File: config.mk
export PLATFORM = sky130hd
export DESIGN_NAME = tot_edge_logger
export DESIGN_NICKNAME = d
export VERILOG_FILES = /design/src/rtl/tot_edge_logger.sv
export SDC_FILE = /design/constraint.sdc
export NUM_CORES = 1
export LEC_CHECK = 0
export ABC_AREA = 1
export BUFFER_PORTS_ARGS = -buffer_cell sky130_fd_sc_hd__clkbuf_2
export CAP_MARGIN = 20
export CORE_MARGIN = 4
export CORE_UTILIZATION = 60
export DETAILED_ROUTE_END_ITERATION = 8
export PLACE_DENSITY = 0.77
export SLEW_MARGIN = 10
export SYNTH_ARGS = -nofsm -noshare
export SYNTH_HDL_FRONTEND = slang
export SYNTH_SLANG_ARGS = --single-unit
File: constraint.sdc
create_clock -name clk -period 5.99 [get_ports clk]
set_input_delay 0 -clock clk [delete_from_list [all_inputs] [get_ports clk]]
set_output_delay 0 -clock clk [all_outputs]
set_load 0.01 [all_outputs]
File: src/rtl/tot_edge_logger.sv
module tot_edge_logger #(
  parameter int MUX    = 8,
  parameter int BASE   = 0,
  parameter int CHW    = 7,
  parameter int TSW    = 12,
  parameter int FDEPTH = 16
) (
  input  logic                   clk,
  input  logic                   rst_n,
  input  logic                   spill_start,
  input  logic                   spill_end,
  input  logic [MUX-1:0]         cmp_lo,
  input  logic [MUX-1:0]         cmp_rd,
  input  logic [1:0]             nbr_lo,
  input  logic [1:0]             nbr_rd,
  input  logic                   rd_en,
  output logic                   rd_valid,
  output logic [TSW+CHW+1:0]     rd_data,
  output logic                   fifo_ovf
);
  localparam int SW = (MUX > 1) ? $clog2(MUX) : 1;
  localparam int IW = $clog2(MUX + 2);
  localparam int AW = (FDEPTH > 1) ? $clog2(FDEPTH) : 1;
  localparam int WW = TSW + CHW + 2;
  localparam logic [TSW-1:0] TS_MAX = {TSW{1'b1}};
  localparam logic [SW-1:0]  SLOT_LAST = SW'(MUX - 1);
  localparam logic [AW:0]    DEPTH_C = (AW+1)'(FDEPTH);

  logic [SW-1:0]  slot;
  logic           tick;
  logic           live, flush_pend, scan_on, scan_flush;
  logic [MUX+1:0] s_lo, s_rd;
  logic [TSW-1:0] ts, stamp;
  logic [MUX-1:0] rec;

  assign tick = (slot == SLOT_LAST);

  always_ff @(posedge clk or negedge rst_n)
    if (!rst_n)                 slot <= '0;
    else if (spill_start || tick) slot <= '0;
    else                        slot <= slot + 1'b1;

  // per-slot decision
  logic [IW-1:0]  ix;
  logic           ch_lo, ch_rd, nb_hit, rec_cur;
  logic           lead, trail, fl, wr_req;
  logic [CHW-1:0] ch_num;
  logic [WW-1:0]  wr_word;

  always_comb begin
    ix      = IW'(slot) + IW'(1);
    ch_lo   = s_lo[ix];
    ch_rd   = s_rd[ix];
    nb_hit  = (s_lo[ix - IW'(1)] & s_rd[ix - IW'(1)]) |
              (s_lo[ix + IW'(1)] & s_rd[ix + IW'(1)]);
    rec_cur = rec[slot];
  end

  assign lead    = scan_on && !scan_flush && !rec_cur && ch_lo && (ch_rd || nb_hit);
  assign trail   = scan_on && !scan_flush && rec_cur && !ch_lo;
  assign fl      = scan_on && scan_flush && rec_cur;
  assign wr_req  = lead || trail || fl;
  assign ch_num  = CHW'(BASE) + CHW'(slot);
  assign wr_word = {fl, trail || fl, ch_num, stamp};

  always_ff @(posedge clk or negedge rst_n)
    if (!rst_n) begin
      live       <= 1'b0;
      flush_pend <= 1'b0;
      scan_on    <= 1'b0;
      scan_flush <= 1'b0;
      ts         <= '0;
      stamp      <= '0;
      s_lo       <= '0;
      s_rd       <= '0;
      rec        <= '0;
    end else if (spill_start) begin
      live       <= 1'b1;
      flush_pend <= 1'b0;
      scan_on    <= 1'b0;
      scan_flush <= 1'b0;
      ts         <= '0;
      stamp      <= '0;
      s_lo       <= '0;
      s_rd       <= '0;
      rec        <= '0;
    end else begin
      if (spill_end && live) flush_pend <= 1'b1;
      if (tick) begin
        s_lo       <= {nbr_lo[1], cmp_lo, nbr_lo[0]};
        s_rd       <= {nbr_rd[1], cmp_rd, nbr_rd[0]};
        stamp      <= ts;
        if (ts != TS_MAX) ts <= ts + 1'b1;
        scan_on    <= live;
        scan_flush <= flush_pend;
        if (flush_pend) begin
          live       <= 1'b0;
          flush_pend <= 1'b0;
        end
      end
      if (lead)        rec[slot] <= 1'b1;
      if (trail || fl) rec[slot] <= 1'b0;
    end

  // FIFO
  logic [WW-1:0] mem [FDEPTH];
  logic [AW-1:0] wp, rp;
  logic [AW:0]   cnt;
  logic          full, push, pop;

  assign full     = (cnt == DEPTH_C);
  assign push     = wr_req && !full;
  assign pop      = rd_en && (cnt != '0);
  assign rd_valid = (cnt != '0);
  assign rd_data  = mem[rp];

  always_ff @(posedge clk)
    if (push) mem[wp] <= wr_word;

  always_ff @(posedge clk or negedge rst_n)
    if (!rst_n) begin
      wp       <= '0;
      rp       <= '0;
      cnt      <= '0;
      fifo_ovf <= 1'b0;
    end else if (spill_start) begin
      wp       <= '0;
      rp       <= '0;
      cnt      <= '0;
      fifo_ovf <= 1'b0;
    end else begin
      if (push) wp <= (wp == AW'(FDEPTH - 1)) ? '0 : wp + 1'b1;
      if (pop)  rp <= (rp == AW'(FDEPTH - 1)) ? '0 : rp + 1'b1;
      cnt <= cnt + {{AW{1'b0}}, push} - {{AW{1'b0}}, pop};
      if (wr_req && full) fifo_ovf <= 1'b1;
    end

  a_r10_ovf_sticky: assert property (@(posedge clk) disable iff (!rst_n)
    fifo_ovf && !spill_start |=> fifo_ovf);
  a_r10_drop_flags: assert property (@(posedge clk) disable iff (!rst_n)
    wr_req && full && !spill_start |=> fifo_ovf);
  a_r8_ts_saturate: assert property (@(posedge clk) disable iff (!rst_n)
    ts == TS_MAX && !spill_start |=> ts == TS_MAX);
  a_r2_stamp_steady: assert property (@(posedge clk) disable iff (!rst_n)
    !tick && !spill_start |=> $stable(stamp));
  a_r9_flush_ends_live: assert property (@(posedge clk) disable iff (!rst_n)
    $fell(live) |-> scan_flush && !flush_pend);
  a_r11_count_up: assert property (@(posedge clk) disable iff (!rst_n)
    push && !pop && !spill_start |=> cnt == $past(cnt) + 1'b1);
endmodule

==> results of run 1 <==
report_power, final:
group / switching (mW) / internal (mW) / total, mW
clock: 0.855 / 1.16 / 2.01
sequential: 0.0340 / 2.59 / 2.62
combinational: 0.593 / 0.256 / 0.849
total: 1.48 / 4.00 / 5.48
through the flow:
stage               utilization [%]  setup WS [ns]  instance area [um^2]  hold slack, ns  power (mW)
finish                         69.4           1.66                 16400           0.170        5.48
global route                   69.4           1.22                 16400           0.243        5.72
CTS                            69.4           1.69                 16400           0.223        5.51
detailed placement             64.0           1.73                 15100           0.194        3.50
global placement               64.0           1.86                 15100           0.188        3.48
floorplan                         -           2.04                 14500          -0.296        3.24
cell type report:
type                            count  area share (%)
Tap cell                          319            2.43
Multi-Input combinational cell    799            24.5
Clock inverter                     19           0.870
Timing Repair Buffer               95            4.08
Sequential cell                   345            61.0
Clock buffer                       41            5.48
Inverter                           69            1.61
cell families (layout without fill, tap and decap cells):
group           count (synthesis)  count (layout)  synth area share [%]
xor+xnor                        9               9                 0.543
other cells                     1               4                0.0258
simple gates                  509             509                  14.8
buf+inv                       143             224                  4.13
compound gates                260             260                  10.2
flops                         345             345                  68.8
fa+ha+maj                      17              17                  1.52
timing repair:
action | CTS | global route
endpoints found under the setup margin | 0 | 0
hold buffers | 24 | 0
gates resized for setup | 0 | 0
endpoints found under the hold margin | 106 | 0
worst max path at each step:
stage	slack, ns	from	cells after the start	endpoint
final	1.66	slot[0]$_DFF_PN0_	24	cnt[4]$_DFF_PN0_
after global routing	1.22	slot[0]$_DFF_PN0_	26	cnt[4]$_DFF_PN0_
after CTS	1.69	slot[0]$_DFF_PN0_	24	cnt[4]$_DFF_PN0_
after detailed placement	1.73	slot[0]$_DFF_PN0_	24	cnt[4]$_DFF_PN0_
after global placement	1.86	slot[0]$_DFF_PN0_	26	cnt[4]$_DFF_PN0_
after floorplan	2.04	slot[0]$_DFF_PN0_	16	mem[11][0]$_DFFE_PP_
registers in the layout, indices dropped and copies added (netlist names):
signal / cells
scan_on: 1
live: 1
fifo_ovf: 1
wp: 4
flush_pend: 1
stamp: 12
s_lo: 10
s_rd: 10
scan_flush: 1
mem: 272
rp: 4
rec: 8
ts: 12
cnt: 5
slot: 3
cells in the mapped netlist (21+ instances only):
library cell | count | area (um^2)
dfrtp_1 | 73 | 1830
nand3_1 | 95 | 475
o22ai_1 | 21 | 131
a21oi_1 | 61 | 305
a221oi_1 | 21 | 184
nor3_1 | 21 | 105
inv_1 | 65 | 244
clkbuf_1 | 53 | 199
nand4_1 | 23 | 144
nand2_1 | 248 | 931
edfxtp_1 | 272 | 8170
o21ai_0 | 133 | 666
nor2_1 | 115 | 432
metal layers:
metal | share of wire (%) | vias to the layer above | wire length, um
li1 | - | 4685 | -
met1 | 41 | 4900 | 14000
met2 | 47 | 488 | 16200
met3 | 9.3 | 92 | 3220
met4 | 3.2 | 0 | 1110
met5 | 0 | - | 0
==> flow_summary.ini, run 1 <==
[outcome]
status = completed

[clock_tree]
cts_tree = yes
cts_buffers = 35
clock_latency_ns = 0.51
cts_setup_buffers = 0
clockBufferDepth = 3
cts_root_buffer = clkbuf_16
clk_pin_slew_ns = 0.06
clock-sinks = 345
htree_levels = 2

[layout]
final_nets = 1387
seq_area_um2 = 10000
drive_above_1_share_pct = 10.7
layout_common_cells = edfxtp_1, nand2_1, o21ai_0
antennaDiodeCount = 0
stdcell_count = 1687
fill_cells = 1635
areaGrowthSynthToFinish_pct = 12.9
layout_commonest_cell = edfxtp_1
multiInputGateArea_um2 = 4020

[floorplanning]
io_pins = 48
initial_core_util_pct = 61.5
coreArea_um2 = 23600
die_w_um = 164
rows = 56
die_area_um2 = 26800
die_h_um = 164

[setup_path]
reg2reg_depth = 24
worst_setup_path_end_kind = flip-flop
path_max_fanout = 42
cp_slowest_stage_delay_ns = 0.50
cp_slowest_cell = ha_1
arrival_ns = 4.70
reg2reg_to = cnt[4]$_DFF_PN0_
start_kind = flip-flop
crit_type = reg -> reg
r2r-start = slot[0]$_DFF_PN0_
cp_num_buf_inv = 5
regToRegSetupSlack_ns = 1.66
cp.required_ns = 6.36
crit_family = simple AND/OR/NAND/NOR gates
worstPathCellList = buf_4 > inv_4 > ha_1 > nand2_2 > nand2_1 > nand3_1 > nand3_1 > nand2_1 > nand2_1 > nand3_1 > nand2_2 > nand2_4 > nand2_4 > ha_1 > inv_1 > ha_1 > inv_1 > fa_1 > inv_1 > a21oi_1 > nor2_1 > nor2_1 > xor2_1 > nor2_1

[routing]
firstDrtPassIters = 8
totalWireLength_um = 34600
wl_per_cell_um = 20.5
route.detailed.drc = 0
avgViaCountPerCell = 6.03
ant_nets = 0
drt_iter0_drc = 1403
num_vias = 10165

[timing]
fin_crit_ns = 4.33
tns_ns = 0
clock.fmax_mhz = 231
rsz0062_at_grt = false
fin_skew_ns = 0.0205
slew_headroom_pct = 25.0
setup-violations-final = 0
min_period_over_period_pct = 72.3
worstMarginPinSlew_ns = 1.12
hold_viol = 0
slew_viol_final = 0

[synth]
synthArstFlopShare_pct = 21.2
synthDistinctLibCells = 38
syn_area_um2 = 14500
synth_ff_type = edfxtp_1
synth_warnings = 0
yosys_register_bits = 345
avgSynthCellArea_um2 = 11.3
ys_seq_area_share_pct = 68.8
synthCells = 1284
synth_edf_count = 272

[place]
hpwl_um = 19600
dp_cells = 1603
place.gp.congestion = 0.904
io_buffers = 43

[power_and_ir_drop]
vdd_drop_max_mv = 0.288
p_leak_nw = 6.06
power-per-cell-area_nw_per_um2 = 334

[min_path]
hold_path_class = in -> async

[job]
maxCapViolCount = 0

[global_routing]
grt_overflow = 0
grt_pass1_vias = 9998
gr-usage-all-layers_pct = 26.5
grt_util_met2_pct = 42.2
grt_max_degree = 102
grt_util_met1_pct = 37.7
grt_pass1_wl_um = 54500
antenna_found_initial = 0
grt_use_met3_pct = 3.76
grt-busiest-layer = met2
Power figures use the tool's default switching activity.
==> run 2: changes to the inputs <==
- clock period: 5.99 -> 4.2 ns (I/O delays scaled with it)
==> run 2 against run 1 <==
First-iteration DRC count shrank 15%; sequential power grew 42%; register-to-register slack lost 1.3 ns; critical path type unchanged; largest cell class unchanged; largest power group unchanged.
==> flow_summary.ini, run 2 (same netlist as run 1, synthesis figures left out) <==
[layout]
stdcell_count = 1699
final_core_util_pct = 70.3
fill_cells = 1629
regMostFlops = mem
layout_commonest_cell = edfxtp_1
biggestRegsByFlops = mem (272), stamp (12), ts (12)
drive_above_1_share_pct = 11.7
largest_register_ffs = 272
final_nets = 1397
layout_common_cells = edfxtp_1, nand2_1, o21ai_0
areaGrowthSynthToFinish_pct = 14.3
antennaDiodeCount = 0

[global_routing]
grt_util_met2_pct = 45.9
grt_max_degree = 86
grt_pass1_vias = 10159
antenna_found_initial = 0
gr-usage-all-layers_pct = 27.2
grt-busiest-layer = met2
grt_use_met3_pct = 4.57
grt_overflow = 0
grt_util_met1_pct = 37.3
grt_pass1_wl_um = 56200

[routing]
firstDrtPassIters = 6
route.detailed.drc = 0
avgViaCountPerCell = 6.09
ant_nets = 0
num_vias = 10355
totalWireLength_um = 35800
wl_per_cell_um = 21.1
drt_iter0_drc = 1188

[floorplanning]
die_area_um2 = 26800
die_w_um = 164
initial_core_util_pct = 61.5
io_pins = 48
die_h_um = 164
rows = 56
coreArea_um2 = 23600

[power_and_ir_drop]
vdd_drop_max_mv = 0.406
comb_power_share_pct = 15.9
p_sw_share_pct = 27.4
p_int_mw = 5.81
power-per-cell-area_nw_per_um2 = 482
pwr-share-seq_pct = 46.5
p_leak_nw = 6.15
pwr-share-clk_pct = 37.6
power_switching_mw = 2.19

[clock_tree]
clock_latency_ns = 0.52
cts_root_buffer = clkbuf_16
cts_buffers = 35
htree_levels = 2
clk_pin_slew_ns = 0.06
cts_tree = yes
clockBufferDepth = 3
clock-sinks = 345
cts_setup_buffers = 0

[setup_path]
worst_setup_path_end_kind = flip-flop
cp_slowest_stage_delay_ns = 0.46
start_kind = flip-flop
cp_num_buf_inv = 4
path_max_fanout = 21
worstPathCellList = inv_4 > ha_1 > nand2_2 > nor2_1 > nand2_1 > a21oi_1 > nand3_1 > nor2_1 > nand2_2 > nand2_4 > nand2_8 > ha_1 > inv_1 > ha_1 > inv_1 > fa_1 > inv_1 > a21oi_1 > nor2_1 > nor2_1 > xor2_1 > nor2_1
cp.required_ns = 4.60
crit_type = reg -> reg
crit_family = simple AND/OR/NAND/NOR gates
cpMostUsedCell = nor2_1
arrival_ns = 4.24
cp_slowest_cell = ha_1

[timing]
worstMarginPinSlew_ns = 1.12
min_period_over_period_pct = 91.5
clock.fmax_mhz = 260
setup-violations-final = 0
slew_viol_final = 0
fin_crit_ns = 3.84
tns_ns = 0
fin_skew_ns = 0.0161
hold_slack_ns = 0.147
slew_headroom_pct = 25.3
rsz0062_at_grt = false
hold_viol = 0

[job]
maxCapViolCount = 0

[min_path]
hold_path_class = in -> async

[place]
io_buffers = 43
hpwl_um = 20500
place.gp.congestion = 0.906
dp_cells = 1613

[outcome]
status = completed
## run 2: changes by cell type in the layout (fill, tap and decap cells not counted), moves of 2 or more
cell,delta
inv_6,+2
buf_4,+5
buf_12,+5
clkinv_1,-5
## run 2: power by group through the flow
stage / Clock, mW / Combinational, mW / Sequential (mW)
finish: 3.01 / 1.27 / 3.72
global route: 3.20 / 1.41 / 3.73
CTS: 3.05 / 1.27 / 3.72
detailed placement: 0 / 1.23 / 3.79
global placement: 0 / 1.19 / 3.79
floorplan: 0 / 0.838 / 3.79
## run 2: path summary, 6_finish.rpt
| path | start | to | slack [ns] | depth (start not counted) |
|---|---|---|---|---|
| min in group clk | cmp_rd[6] | s_rd[7]$_DFFE_PN0P_ | 0.27 | 4 |
| min reg2reg | s_rd[9]$_DFFE_PN0P_ | s_rd[9]$_DFFE_PN0P_ | 0.49 | 2 |
| max | slot[0]$_DFF_PN0_ | cnt[4]$_DFF_PN0_ | 0.36 | 22 |
| min | rst_n | rec[5]$_DFF_PN0_ | 0.15 | 2 |
| max in group asynchronous | rst_n | rp[0]$_DFFE_PN0P_ | 3.33 | 2 |
| max reg2reg | slot[0]$_DFF_PN0_ | cnt[4]$_DFF_PN0_ | 0.36 | 22 |
## run 2: per-stage QoR
stage	worst slack (ns)	area, um^2	power (mW)
final	0.357	16600	8.01
after global routing	0.0698	16600	8.34
after CTS	0.322	16600	8.04
after detailed placement	0.383	15200	5.02
after global placement	0.503	15200	4.98
after floorplan	0.246	14500	4.63
## run 2: per-layer routing
metal	vias up	wire length [um]
li1	4705	-
met3	54	3590
met5	-	0
met4	0	690
met1	5043	13700
met2	553	17800
## run 2: final cells by class
class / count / area (um^2) / area share, %
Clock buffer: 42 / 912 / 5.49
Clock inverter: 20 / 193 / 1.16
Inverter: 69 / 264 / 1.59
Multi-Input combinational cell: 799 / 4030 / 24.3
Sequential cell: 345 / 10000 / 60.2
Tap cell: 319 / 399 / 2.40
Timing Repair Buffer: 105 / 806 / 4.85
## run 2: repair_timing
item                       4_1_cts  5_1_grt
setup endpoints to repair        0        1
hold buffers                    24        0
gates resized for setup          0        1
hold endpoints to repair       106        0
